$ cat src/rtl/ckm_pkg.sv
package ckm_pkg;
   // field layout shared by every configurable divider path
   localparam int SEL_W    = 2;
   localparam int CODE_W   = 3;
   localparam int SEL_LSB  = 0;
   localparam int CODE_LSB = 2;
   localparam int RDY_BIT  = 5;

   // register addresses
   localparam int A_MCFG  = 0;
   localparam int A_IDLE  = 1;
   localparam int A_PSET  = 2;
   localparam int A_PCLR  = 3;
   localparam int A_PSTAT = 4;
   localparam int A_USB   = 5;
   localparam int A_PROG0 = 8;

   typedef enum logic [SEL_W-1:0] {
      SRC_SLOW = 2'd0,
      SRC_MAIN = 2'd1,
      SRC_PLL  = 2'd2,
      SRC_PLL2 = 2'd3
   } ck_src_e;

   typedef struct packed {
      logic [CODE_W-1:0] code;
      logic [SEL_W-1:0]  sel;
   } ck_cfg_t;
endpackage

$ cat src/rtl/ckm_divider.sv
module ckm_divider #(
   parameter int NSRC  = 3,
   parameter int SELW  = 2,
   parameter int CODEW = 3,
   parameter int MAXSH = 6,
   parameter logic [SELW-1:0]  RST_SEL  = '0,
   parameter logic [CODEW-1:0] RST_CODE = '0
) (
   input  logic             clk,
   input  logic             rst_n,
   input  logic [NSRC-1:0]  src_ce,
   input  logic [SELW-1:0]  req_sel,
   input  logic [CODEW-1:0] req_code,
   input  logic             req_load,
   output logic             div_ce,
   output logic             ready
);
   localparam int CNTW = MAXSH;

   generate
      if (MAXSH < 1)
         $error("ckm_divider: MAXSH must be at least 1");
      if (NSRC > (1 << SELW))
         $error("ckm_divider: SELW too narrow for NSRC");
   endgenerate

   logic [SELW-1:0]  act_sel;
   logic [CODEW-1:0] act_code;
   logic             pend;
   logic [CNTW-1:0]  cnt;
   logic [CNTW-1:0]  lim;
   logic             hit;
   logic             last;
   logic             bnd;
   int               shamt;

   // source pick: codes past the last source fold onto the last one
   always_comb begin
      hit = 1'b0;
      for (int i = 0; i < NSRC; i++) begin
         if (int'(act_sel) == i || (i == NSRC - 1 && int'(act_sel) >= NSRC))
            hit = src_ce[i];
      end
   end

   always_comb begin
      shamt = (int'(act_code) > MAXSH) ? MAXSH : int'(act_code);
      lim   = {CNTW{1'b1}} >> (CNTW - shamt);
      last  = (cnt == lim);
      bnd   = hit & last;
   end

   always_ff @(posedge clk or negedge rst_n) begin
      if (!rst_n) begin
         act_sel  <= RST_SEL;
         act_code <= RST_CODE;
         pend     <= 1'b0;
         cnt      <= '0;
         div_ce   <= 1'b0;
      end else begin
         div_ce <= bnd;
         if (hit)
            cnt <= last ? '0 : cnt + 1'b1;
         if (bnd && pend) begin
            act_sel  <= req_sel;
            act_code <= req_code;
         end
         if (req_load)
            pend <= 1'b1;
         else if (bnd)
            pend <= 1'b0;
      end
   end

   assign ready = ~pend;
endmodule

$ cat src/rtl/ckm_idle_gate.sv
module ckm_idle_gate (
   input  logic clk,
   input  logic rst_n,
   input  logic idle_req,
   input  logic irq_pending,
   input  logic mck_ce,
   output logic pck_ce,
   output logic idle_q
);
   always_ff @(posedge clk or negedge rst_n) begin
      if (!rst_n)
         idle_q <= 1'b0;
      else
         idle_q <= (idle_q | idle_req) & ~irq_pending;
   end

   assign pck_ce = mck_ce & ~idle_q;
endmodule

$ cat src/rtl/ckm_periph_en.sv
module ckm_periph_en #(
   parameter int NPER = 32
) (
   input  logic            clk,
   input  logic            rst_n,
   input  logic            set_we,
   input  logic            clr_we,
   input  logic [NPER-1:0] mask,
   input  logic            mck_ce,
   output logic [NPER-1:0] en_q,
   output logic [NPER-1:0] periph_ce
);
   generate
      for (genvar g = 0; g < NPER; g++) begin : g_bit
         always_ff @(posedge clk or negedge rst_n) begin
            if (!rst_n)
               en_q[g] <= 1'b0;
            else if (set_we && mask[g])
               en_q[g] <= 1'b1;
            else if (clr_we && mask[g])
               en_q[g] <= 1'b0;
         end
         assign periph_ce[g] = en_q[g] & mck_ce;
      end
   endgenerate
endmodule

$ cat src/rtl/ckm_ctrl.sv
module ckm_ctrl
   import ckm_pkg::*;
#(
   parameter int DW        = 32,
   parameter int AW        = 4,
   parameter int NPER      = 32,
   parameter int NPCK      = 4,
   parameter int MAXSH     = 6,
   parameter int USB_MAXSH = 2
) (
   input  logic            clk,
   input  logic            rst_n,
   input  logic            slow_ce,
   input  logic            main_ce,
   input  logic            pll_ce,
   input  logic            irq_pending,
   input  logic            wr_en,
   input  logic [AW-1:0]   wr_addr,
   input  logic [DW-1:0]   wr_data,
   input  logic [AW-1:0]   rd_addr,
   output logic [DW-1:0]   rd_data,
   output logic            mck_ce,
   output logic            pck_ce,
   output logic [NPER-1:0] periph_ce,
   output logic            usb_ce,
   output logic [NPCK-1:0] prog_ce
);
   localparam int NSRC = 3;

   generate
      if (AW < 4)                     $error("ckm_ctrl: AW must be at least 4");
      if (NPCK < 1 || NPCK > 8)       $error("ckm_ctrl: NPCK out of range");
      if (NPER < 1 || NPER > DW)      $error("ckm_ctrl: NPER must fit DW");
      if (DW <= RDY_BIT)              $error("ckm_ctrl: DW too small");
      if (MAXSH > (1 << CODE_W) - 1)  $error("ckm_ctrl: MAXSH exceeds code range");
   endgenerate

   logic [NSRC-1:0] src_vec;
   assign src_vec = {pll_ce, main_ce, slow_ce};

   // write strobes
   logic we_mcfg, we_idle, we_pset, we_pclr, we_usb;
   logic [NPCK-1:0] we_prog;

   always_comb begin
      we_mcfg = wr_en && (wr_addr == AW'(A_MCFG));
      we_idle = wr_en && (wr_addr == AW'(A_IDLE));
      we_pset = wr_en && (wr_addr == AW'(A_PSET));
      we_pclr = wr_en && (wr_addr == AW'(A_PCLR));
      we_usb  = wr_en && (wr_addr == AW'(A_USB));
      for (int i = 0; i < NPCK; i++)
         we_prog[i] = wr_en && (wr_addr == AW'(A_PROG0 + i));
   end

   // requested settings
   ck_cfg_t    mcfg_req;
   ck_cfg_t    prog_req [NPCK];
   logic [1:0] usb_req;

   always_ff @(posedge clk or negedge rst_n) begin
      if (!rst_n) begin
         mcfg_req <= '{code: '0, sel: SRC_SLOW};
         usb_req  <= '0;
         for (int i = 0; i < NPCK; i++)
            prog_req[i] <= '{code: '0, sel: SRC_SLOW};
      end else begin
         if (we_mcfg) begin
            mcfg_req.sel  <= wr_data[SEL_LSB +: SEL_W];
            mcfg_req.code <= wr_data[CODE_LSB +: CODE_W];
         end
         if (we_usb)
            usb_req <= wr_data[1:0];
         for (int i = 0; i < NPCK; i++) begin
            if (we_prog[i]) begin
               prog_req[i].sel  <= wr_data[SEL_LSB +: SEL_W];
               prog_req[i].code <= wr_data[CODE_LSB +: CODE_W];
            end
         end
      end
   end

   // master path
   logic mck_ready;

   ckm_divider #(
      .NSRC(NSRC), .SELW(SEL_W), .CODEW(CODE_W), .MAXSH(MAXSH),
      .RST_SEL(SRC_SLOW), .RST_CODE('0)
   ) u_mdiv (
      .clk(clk), .rst_n(rst_n), .src_ce(src_vec),
      .req_sel(mcfg_req.sel), .req_code(mcfg_req.code), .req_load(we_mcfg),
      .div_ce(mck_ce), .ready(mck_ready)
   );

   // USB path: PLL only, 2-bit code folds 3 onto the top ratio
   logic usb_ready;

   ckm_divider #(
      .NSRC(1), .SELW(1), .CODEW(2), .MAXSH(USB_MAXSH),
      .RST_SEL(1'b0), .RST_CODE(2'd0)
   ) u_udiv (
      .clk(clk), .rst_n(rst_n), .src_ce(pll_ce),
      .req_sel(1'b0), .req_code(usb_req), .req_load(we_usb),
      .div_ce(usb_ce), .ready(usb_ready)
   );

   // programmable outputs
   logic [NPCK-1:0] prog_ready;

   generate
      for (genvar g = 0; g < NPCK; g++) begin : g_prog
         ckm_divider #(
            .NSRC(NSRC), .SELW(SEL_W), .CODEW(CODE_W), .MAXSH(MAXSH),
            .RST_SEL(SRC_SLOW), .RST_CODE('0)
         ) u_pdiv (
            .clk(clk), .rst_n(rst_n), .src_ce(src_vec),
            .req_sel(prog_req[g].sel), .req_code(prog_req[g].code),
            .req_load(we_prog[g]),
            .div_ce(prog_ce[g]), .ready(prog_ready[g])
         );
      end
   endgenerate

   // processor gate
   logic idle_q;

   ckm_idle_gate u_idle (
      .clk(clk), .rst_n(rst_n), .idle_req(we_idle),
      .irq_pending(irq_pending), .mck_ce(mck_ce),
      .pck_ce(pck_ce), .idle_q(idle_q)
   );

   // peripheral enables
   logic [NPER-1:0] pen_q;

   ckm_periph_en #(.NPER(NPER)) u_pen (
      .clk(clk), .rst_n(rst_n), .set_we(we_pset), .clr_we(we_pclr),
      .mask(wr_data[NPER-1:0]), .mck_ce(mck_ce),
      .en_q(pen_q), .periph_ce(periph_ce)
   );

   // read port
   always_comb begin
      rd_data = '0;
      if (rd_addr == AW'(A_MCFG)) begin
         rd_data[SEL_LSB +: SEL_W]   = mcfg_req.sel;
         rd_data[CODE_LSB +: CODE_W] = mcfg_req.code;
         rd_data[RDY_BIT]            = mck_ready;
      end else if (rd_addr == AW'(A_IDLE)) begin
         rd_data[0] = idle_q;
      end else if (rd_addr == AW'(A_PSTAT)) begin
         rd_data[NPER-1:0] = pen_q;
      end else if (rd_addr == AW'(A_USB)) begin
         rd_data[1:0]     = usb_req;
         rd_data[RDY_BIT] = usb_ready;
      end else begin
         for (int i = 0; i < NPCK; i++) begin
            if (rd_addr == AW'(A_PROG0 + i)) begin
               rd_data[SEL_LSB +: SEL_W]   = prog_req[i].sel;
               rd_data[CODE_LSB +: CODE_W] = prog_req[i].code;
               rd_data[RDY_BIT]            = prog_ready[i];
            end
         end
      end
   end
endmodule

$ cat config.mk
export PLATFORM = sky130hd
export DESIGN_NAME = ckm_ctrl
export DESIGN_NICKNAME = d
export VERILOG_FILES = /design/src/rtl/ckm_pkg.sv /design/src/rtl/ckm_divider.sv /design/src/rtl/ckm_idle_gate.sv /design/src/rtl/ckm_periph_en.sv /design/src/rtl/ckm_ctrl.sv
export SDC_FILE = /design/constraint.sdc
export NUM_CORES = 1
export LEC_CHECK = 0
export ABC_AREA = 1
export BUFFER_PORTS_ARGS = -buffer_cell sky130_fd_sc_hd__clkbuf_2
export CELL_PAD_IN_SITES_DETAIL_PLACEMENT = 2
export CELL_PAD_IN_SITES_GLOBAL_PLACEMENT = 2
export CORE_MARGIN = 4
export CORE_UTILIZATION = 33
export CTS_CLUSTER_DIAMETER = 100
export DETAILED_ROUTE_END_ITERATION = 6
export GPL_ROUTABILITY_DRIVEN = 0
export PLACE_DENSITY = 0.78
export RECOVER_POWER = 25
export SYNTH_ARGS = -nofsm -noshare
export SYNTH_HDL_FRONTEND = slang
export SYNTH_SLANG_ARGS = --single-unit
$ cat constraint.sdc
create_clock -name clk -period 3.3 [get_ports clk]
set_clock_uncertainty 0.2 [all_clocks]
set_input_delay 0.825 -clock clk [delete_from_list [all_inputs] [get_ports clk]]
set_output_delay 0.825 -clock clk [all_outputs]
set_load 0.05 [all_outputs]
==> metrics <==
area occupied by multi-input gates 0.00350 sq mm; Tcrit/Tclk final 97.1%; # fillers 2708; crit path max-delay cell type o21ai_0; dpl cell area 0.00879 sq mm; Overall Global Routing Usage 21.3%; vias in the first global route 8486; minimum clock period 3.21 ns; core area 0.0228 sq mm; Post-Syn Area per Cell 7.28 sq um; I/O Pins 118; Worst Path Required 2.27 ns; first-pass GRT wire length 44.2 mm; setup_tns 0 ns; WS Path Type in2out; Seq/Total Area, Yosys 42.6%; CP Capture Type primary output; FMAX 312 MHz; # diodes 0; area growth from synthesis to layout 22.3%; clock power share 29.5%; Post-Syn Nets 1118; Cells after Synth 1056; Via Count 7488; Power Total 6700 uW; CP Cell Sequence clkbuf_2, inv_2, nand4_1, o21ai_0, o22ai_1, nand3_1, clkbuf_2; standard-cell row count 55; Root Driver clkbuf_16; combinational share of power 32.1%; CTS tree yes; gr ovfl total 0; Setup Buffers After CTS 0; die height 161 um; failing checks max-capacitance violations, max-slew violations; crit path DAT 2.18 ns; CP Launch Type input port; H-tree depth 4; Cell Area, Synth 0.00769 sq mm; Die ar. 0.0258 sq mm; net count reported at finish 1229; Worst Path Max Fanout 6; Worst-path clk slew 0.05 ns; Sw Ratio 40.0%; worst skew pair latency 0.42 ns; antenna viol nets, final 0; Clock Path Buffers 2; family with the most delay on the worst path buffers and inverters; Yosys reg bits 131; Relative slew margins -11.4%; Reg power frac 38.4%; largest net degree at the start of global routing 61; drt pass-1 iters 5; DP Wirelength 19.3 mm; Synth top area share 42.6%; library cells used by synthesis 37; DRT iter0 DRCs 304; Max Transition Viols Final 61; PortBufs 117; largest cells by area after synthesis dfrtp_1 43%, nand2_1 12%, inv_1 9.6%; layout cells sized above 1 18.0%; worst IR drop on VDD 0.307 mV; CP max stage delay 0.30 ns; status finished with violations; Max-cap violations 1; CTS Buf Count 17; most frequent CP cell clkbuf_2; per-cell routed wire length 17.8 um; Hold Crit Class reg2reg; Vias/cell 5.02; final number of hold-violating endpoints 0; P_sw 2680 uW; Hold-fix buffers, CTS 0; DIE WIDTH 161 um; Yosys warnings 0; leak pwr 0.00507 uW; Power Internal 4020 uW; post-synth top area cell dfrtp_1; post-route cell area 0.00940 sq mm; actual slew at the worst max-slew pin 1.67 ns; Reg area 0.00328 sq mm; initial core utilization 33.8%; DR DRC count 0; Sink Count 131; final setup vio count 0; initial antenna violation count 0; crit path buf inv count 3; Cell Pwr Density 713 mW/mm^2; Routed WL 26.5 mm
[tightest hold or removal path, delay by kind of cell, from the launching register on]
| family | cells | cell delay (ns) |
|---|---|---|
| and+or+nand+nor | 2 | 0.12 |
| DFF | 1 | 0.36 |
[cell type report]
cell class	count	share of cell area [%]
Multi-Input combinational cell	686	37.3
Inverter	198	7.92
Clock inverter	9	1.37
Timing Repair Buffer	133	9.46
Sequential cell	131	34.9
Tap cell	313	4.16
Clock buffer	23	4.98
[synth_stat cells, drive strengths merged]
library cell / n
mux2: 1
nor2: 67
xnor2: 1
and2: 1
o211ai: 9
xor2: 4
o21ai: 142
a21oi: 7
o22ai: 5
dfrtp: 131
buf: 15
nand3b: 10
ha: 15
or2: 1
clkbuf: 26
inv: 197
nor3: 18
nor3b: 1
nand3: 111
nand4: 24
a31oi: 1
nand2: 268
clkinv: 1
[what timing repair did]
item,CTS,global route
resized for setup,3,18
pin swaps,0,2
hold endpoints to repair,0,0
setup endpoints to repair,2,25
[cells by family after synthesis]
logic type | after synthesis | share of synthesized area, %
multiplexers | 1 | 0.146
XOR/XNOR | 5 | 0.570
flip-flops | 131 | 42.6
buffers and inverters | 239 | 12.1
AO/OA/AOI/OAI | 164 | 11.4
adder cells (fa/ha/maj) | 15 | 2.44
AND/OR/NAND/NOR | 501 | 30.7
[metrics by stage]
stage                     worst slack (ns)  std cells  utilization, %  hold slack, ns
after floorplan                   -0.00536       1056               -           0.253
after detailed placement          -0.00377       1461            38.6           0.289
final                               0.0942       1493            41.3           0.310
after global placement              0.0815       1461            38.6           0.265
after CTS                           0.0223       1493            41.2           0.198
after global routing               -0.0124       1493            41.3           0.332
[placed cells by master (no fill, tap or decap), types with 5 or more instances in the layout]
master     count
clkbuf_2     103
o22ai_1        5
o21ai_0      131
nand3b_1      10
buf_4         13
dfrtp_1      131
buf_12        13
nand3_2        6
nand2_2       15
nor3_1        15
inv_1        194
nor2_2         8
clkbuf_1       7
clkbuf_16     17
nand4_1       23
nand3_1      101
nand2_1      252
o211ai_1       9
nor2_1        53
a21oi_1        6
ha_1          15
o21ai_1        7
[power by group through the flow]
stage,clock network [uW],registers [uW],logic (uW)
after floorplan,0,2410,1630
after global placement,0,2560,2030
after detailed placement,0,2580,2150
after CTS,2020,2570,2190
after global routing,2100,2650,2520
final,1980,2570,2150
[registers in the layout, indices dropped and copies added, names as in the netlist, 3 cells and up]
signal                  count
g_prog.u_pdiv.act_code     12
g_prog.u_pdiv.cnt          24
u_pen.en_q                 32
mcfg_req                    5
u_mdiv.act_code             3
prog_req                   20
g_prog.u_pdiv.div_ce        4
g_prog.u_pdiv.pend          4
g_prog.u_pdiv.act_sel       8
u_mdiv.cnt                  6
[routing by layer]
metal	global-route usage, %	part of all wire, %	vias up
met3	6.36	5.6	12
met1	25.1	43	3754
met4	4.61	0.83	0
li1	-	-	3577
met5	0	0	-
met2	38.3	51	145
[worst paths after layout]
path                                                            to  slack, ns  cells past startpoint                                    start
max                                                     rd_data[4]       0.09                      7                               rd_addr[1]
min                        g_prog[3].u_pdiv.act_sel[0]$_DFFE_PN0P_       0.31                      2  g_prog[3].u_pdiv.act_sel[0]$_DFFE_PN0P_
max reg2reg                          u_mdiv.act_sel[1]$_DFFE_PN0P_       0.44                     13           u_mdiv.act_code[2]$_DFFE_PN0P_
min reg2reg                g_prog[3].u_pdiv.act_sel[0]$_DFFE_PN0P_       0.31                      2  g_prog[3].u_pdiv.act_sel[0]$_DFFE_PN0P_
max in group asynchronous                u_mdiv.cnt[2]$_DFFE_PN0P_       0.65                      2                                    rst_n
min in group asynchronous               u_pen.en_q[10]$_DFFE_PN0P_       0.61                      1                                    rst_n
No activity file was read; power rests on OpenSTA's default activity.
